## config.mk

```make
export PLATFORM = sky130hd
export DESIGN_NAME = sdma_play
export DESIGN_NICKNAME = d
export VERILOG_FILES = /design/src/rtl/sdma_play.sv
export SDC_FILE = /design/constraint.sdc
export NUM_CORES = 1
export LEC_CHECK = 0
export CAP_MARGIN = 20
export CORE_MARGIN = 4
export CORE_UTILIZATION = 55
export DETAILED_ROUTE_END_ITERATION = 8
export GPL_TIMING_DRIVEN = 0
export PLACE_DENSITY = 0.83
export SKIP_CTS_REPAIR_TIMING = 1
export SLEW_MARGIN = 10
export SYNTH_ARGS = -nofsm -noshare
export SYNTH_HDL_FRONTEND = slang
export SYNTH_SLANG_ARGS = --single-unit
```

## constraint.sdc

```tcl
create_clock -name clk -period 6.8 [get_ports clk]
set_input_delay 1.7 -clock clk [delete_from_list [all_inputs] [get_ports clk]]
set_output_delay 1.7 -clock clk [all_outputs]
set_load 0.01 [all_outputs]
```

## src/rtl/sdma_play.sv

```systemverilog
module sdma_play #(
  parameter int AW       = 16,
  parameter int BASE_DIV = 160,
  parameter int INT_LEN  = 64,
  parameter int PRE_DIV  = 4
) (
  input  logic          clk,
  input  logic          rst_n,
  input  logic          play_en,
  input  logic          loop_en,
  input  logic [1:0]    rate_sel,
  input  logic [AW-1:0] start_addr,
  input  logic [AW-1:0] end_addr,
  output logic          mem_req,
  output logic [AW-1:0] mem_addr,
  input  logic          mem_load,
  input  logic [15:0]   mem_data,
  output logic [7:0]    snd_data,
  output logic          left_stb,
  output logic          right_stb,
  output logic          sint_n,
  output logic          timer_out,
  output logic          playing,
  output logic          underrun
);
  localparam int DW = $clog2(BASE_DIV * 8) + 1;
  localparam int IW = $clog2(INT_LEN + 1) + 1;
  localparam int PW = $clog2(PRE_DIV) + 1;

  logic          en_q, buf_ok, fetch_done;
  logic [AW-1:0] cur;
  logic [15:0]   wbuf;
  logic [7:0]    lo_hold, dly;
  logic [DW-1:0] div, period;
  logic [IW-1:0] int_cnt;
  logic [PW-1:0] pre;

  wire start   = play_en & ~en_q;
  wire go      = playing & play_en & ~start;
  wire slot    = go & (div == period - 1'b1);
  wire take    = go & mem_req & mem_load;
  wire last    = (cur + 1'b1) == end_addr;
  wire pre_hit = pre == PW'(PRE_DIV - 1);

  assign period    = DW'(BASE_DIV) << (2'd3 - rate_sel);
  assign mem_req   = playing & ~buf_ok & ~fetch_done;
  assign mem_addr  = cur;
  assign sint_n    = (int_cnt == '0);
  assign timer_out = dly[7];

  always_ff @(posedge clk or negedge rst_n) begin
    if (!rst_n) begin
      en_q <= 1'b0; playing <= 1'b0; cur <= '0; wbuf <= '0; buf_ok <= 1'b0;
      fetch_done <= 1'b0; underrun <= 1'b0; div <= '0;
    end else begin
      en_q <= play_en;
      if (start) begin
        playing <= 1'b1; cur <= start_addr; buf_ok <= 1'b0;
        fetch_done <= 1'b0; underrun <= 1'b0; div <= '0;
      end else if (!play_en) begin
        playing <= 1'b0; buf_ok <= 1'b0; div <= '0;
      end else if (playing) begin
        div <= slot ? '0 : div + 1'b1;
        if (take) begin
          wbuf   <= mem_data;
          buf_ok <= 1'b1;
          if (last && loop_en) cur <= start_addr;
          else cur <= cur + 1'b1;
          if (last && !loop_en) fetch_done <= 1'b1;
        end
        if (slot) begin
          if (buf_ok) buf_ok <= 1'b0;
          else if (fetch_done) playing <= 1'b0;
          else underrun <= 1'b1;
        end
      end
    end
  end

  always_ff @(posedge clk or negedge rst_n) begin
    if (!rst_n) begin
      snd_data <= '0; lo_hold <= '0; left_stb <= 1'b0; right_stb <= 1'b0;
    end else begin
      left_stb  <= 1'b0;
      right_stb <= 1'b0;
      if (slot && buf_ok) begin
        snd_data <= wbuf[15:8]; lo_hold <= wbuf[7:0]; left_stb <= 1'b1;
      end else if (left_stb) begin
        snd_data <= lo_hold; right_stb <= 1'b1;
      end
    end
  end

  always_ff @(posedge clk or negedge rst_n) begin
    if (!rst_n) int_cnt <= '0;
    else if (take && last) int_cnt <= IW'(INT_LEN);
    else if (int_cnt != '0) int_cnt <= int_cnt - 1'b1;
  end

  always_ff @(posedge clk or negedge rst_n) begin
    if (!rst_n) begin
      pre <= '0; dly <= '0;
    end else if (sint_n) begin
      pre <= '0; dly <= '0;
    end else begin
      pre <= pre_hit ? '0 : pre + 1'b1;
      if (pre_hit) dly <= {dly[6:0], 1'b1};
    end
  end

  assert_strobe_excl_R4: assert property (@(posedge clk) disable iff (!rst_n)
    !(left_stb && right_stb));
  assert_right_after_left_R4: assert property (@(posedge clk) disable iff (!rst_n)
    left_stb |=> right_stb);
  assert_int_from_fetch_R5: assert property (@(posedge clk) disable iff (!rst_n)
    $fell(sint_n) |-> $past(mem_req && mem_load));
  assert_timer_needs_int_R7: assert property (@(posedge clk) disable iff (!rst_n)
    $rose(timer_out) |-> !sint_n && $past(!sint_n));
  assert_underrun_sticky_R9: assert property (@(posedge clk) disable iff (!rst_n)
    underrun && !start |=> underrun);
  assert_disable_stops_R11: assert property (@(posedge clk) disable iff (!rst_n)
    !play_en |=> !playing && !mem_req);
endmodule

```

==> impl_metrics.ini <==
[final_layout]
diodes = 0
syn_to_final_growth_pct = 24.6
layout_common_cells = nand2_1 (92), dfrtp_1 (86), clkdlybuf4s50_1 (84), nor2_1 (49), a21oi_1 (32)
nets = 727
final_common_cell = nand2_1
fillers = 685
drive_above_1_share_pct = 8.55
seq_area_um2 = 2150
multi_input_area_um2 = 2730

[logic_synthesis]
async_flop_share_pct = 100
synth.ff_latch_count = 86
ys_types = 65
synth-edff-count = 0
yosys-top-cells-area = dfrtp_1 (43%), nand2_1 (6.8%), xnor2_1 (4.7%), nor2_1 (3.6%), a21oi_1 (3.2%)
synth_top_area_share_pct = 42.6
syn_area_um2 = 5050
synthFlopType = dfrtp_1
yosys.area.top_type = dfrtp_1
avgSynthCellArea_um2 = 8.94
synth-seq-area-share_pct = 42.6
yosysWarnings = 0
synth.net_count = 630
syn_inst = 565

[clocking]
clk_pin_slew_ns = 0.09
cts_tree = yes
h-tree-depth = 3
clock_latency_ns = 0.36
cts_root_buf = clkbuf_8
cts_buffers = 9
clockBufferDepth = 2
cts_sinks = 86

[timing]
setup_slack_ns = 2.15
finalClockSkew_ns = 0.00915
period_minus_slack_ns = 4.65
final_max_slew_viol_count = 0
timing.fmax_ghz = 0.215
period_share_pct = 68.4
worst_slew_pin_slew_ns = 0.827
slew-limit-headroom_pct = 44.1
setup_violations = 0
fin_tns_setup_ns = 0
rsz0062_at_grt = no
hold_ws_ns = 0.463
hold_viol = 0

[power_and_ir_drop]
intPower_uw = 856
peakVddDrop_v = 0.0000889
p_sw_share_pct = 27.9
power_density_nw_per_um2 = 189
cellLeakagePower_uw = 0.00259
combPwrFrac_pct = 18.0
p_switching_uw = 332
p_seq_share_pct = 48.1
power_frac_clock_pct = 33.9

[die]
core.rowCount = 34
floorplan.initialDensity_pct = 57.1
die_h_um = 104
dieArea_um2 = 10800
die_w_um = 104
core_area_um2 = 8850
io_pins = 86

[critical_path]
reg2reg_slack_ns = 3.01
worstPathCellList = or4_1, nor4b_2, clkbuf_1, clkdlybuf4s50_1
required_ns = 5.10
crit_cells = 4
reg2regPathDepth = 10
cp-start-kind = flip-flop
endpoint_kind = output port
cp_max_fo = 10
reg2reg_to = mem_addr[5]
cp.arrival_ns = 2.95
cp_slowest_cell = clkdlybuf4s50_1
setup.worst_path.start = int_cnt[5]
r2r_start = mem_addr[0]
critPathCapture = sint_n
worstSetupPathType = flip-flop to output port
critPathBufInv = 2
path_delay_family = simple AND/OR/NAND/NOR gates
cp_slowest_stage_delay_ns = 0.62

[global_routing]
grtUsageTotal_pct = 25.5
grt_pass1_wl_um = 22600
grt_overflow = 0
antenna_found_initial = 0
grt_max_degree = 66
grt_pass1_vias = 4697

[detailed_routing]
ant_nets = 0
first_pass_iters = 5
drcViolationCount = 0
vias_per_cell = 6.04
drtIter0Drc = 362
vias = 4678
routed_wl_um = 13600
routedWlPerCell_um = 17.5

[placement]
post-place-ws_ns = 2.11
dpl.hpwl_um = 10100
port_buffers = 85
gp_congestion = 1.04

[status]
outcome = complete, no violations

[job]
maxCapViolations = 0

[worst_hold_path]
hp-class = flip-flop to flip-flop
Yosys cell counts, types with 4 or more instances:
master     n
nor2b_1    4
clkbuf_1  22
buf_2      8
a21oi_1   32
nand4_1   12
nor2_1    49
mux2i_1   12
dfrtp_1   86
nor4_1     6
a31oi_1    7
and3_1    12
xnor2_1   27
nor3_1    14
ha_1      10
nand3_1   22
o21ai_0   21
mux2_2    10
nor3b_1    5
o311ai_0   5
or2_2      4
nand2b_1   8
inv_1     10
nand2_1   92
xor2_1    17
o31ai_1    6
or3_1      5
registers in the layout, summed over array words and instances, names as in the netlist, 3 cells and up:
| register | flops |
|---|---|
| snd_data | 8 |
| int_cnt | 8 |
| div | 12 |
| pre | 3 |
| mem_addr | 16 |
| lo_hold | 8 |
| wbuf | 16 |
| dly | 8 |
cell type report:
class	count	share of cell area, %
multi-input combinational	435	43.3
sequential	86	34.2
timing repair buffer	86	13.9
tap	108	2.15
buffer	34	2.25
inverter	10	0.597
clock buffer	9	1.97
clock inverter	7	1.61
layer usage:
layer	vias up	routed length, um	global-route usage, %
li1	2193	-	-
met1	2221	5670	33.0
met2	225	6630	42.1
met3	39	931	4.48
met4	0	362	11.3
met5	-	0	0
how the worst min path moves through the flow:
stage	cells after the start	to	slack, ns	from
2_1_floorplan	1	pre[0]	0.42	pre[0]
3_3_place_gp	1	pre[0]	0.43	pre[0]
3_5_place_dp	1	pre[0]	0.45	pre[0]
4_1_cts	1	pre[0]	0.46	pre[0]
5_1_grt	1	pre[0]	0.49	pre[0]
6_report	1	pre[0]	0.46	pre[0]
metrics by stage:
| step | cells | util (%) | area, um2 | total power (uW) |
|---|---|---|---|---|
| after floorplan | 565 | - | 5050 | 684 |
| after global placement | 758 | 68.2 | 6040 | 780 |
| after detailed placement | 759 | 68.5 | 6060 | 790 |
| after CTS | 775 | 71.0 | 6290 | 1190 |
| after global routing | 775 | 71.1 | 6290 | 1240 |
| final | 775 | 71.1 | 6290 | 1190 |
power by group through the flow:
stage / clock [uW] / combinational, uW / sequential, uW
after floorplan: 0 / 107 / 577
after global placement: 0 / 202 / 579
after detailed placement: 0 / 211 / 580
after CTS: 408 / 212 / 571
after global routing: 430 / 234 / 576
final: 403 / 213 / 571
kinds of logic (layout without fill, tap and decap cells):
group | count (synthesis) | count (layout) | share of synthesized area, %
adders and majority gates | 10 | 10 | 2.48
and+or+nand+nor | 257 | 257 | 25.8
AOI/OAI and AO/OA | 101 | 101 | 13.1
DFF | 86 | 86 | 42.6
buffers and inverters | 44 | 146 | 3.54
muxes | 23 | 23 | 4.83
xor gates and xnor gates | 44 | 44 | 7.63
Power figures use the tool's default switching activity.
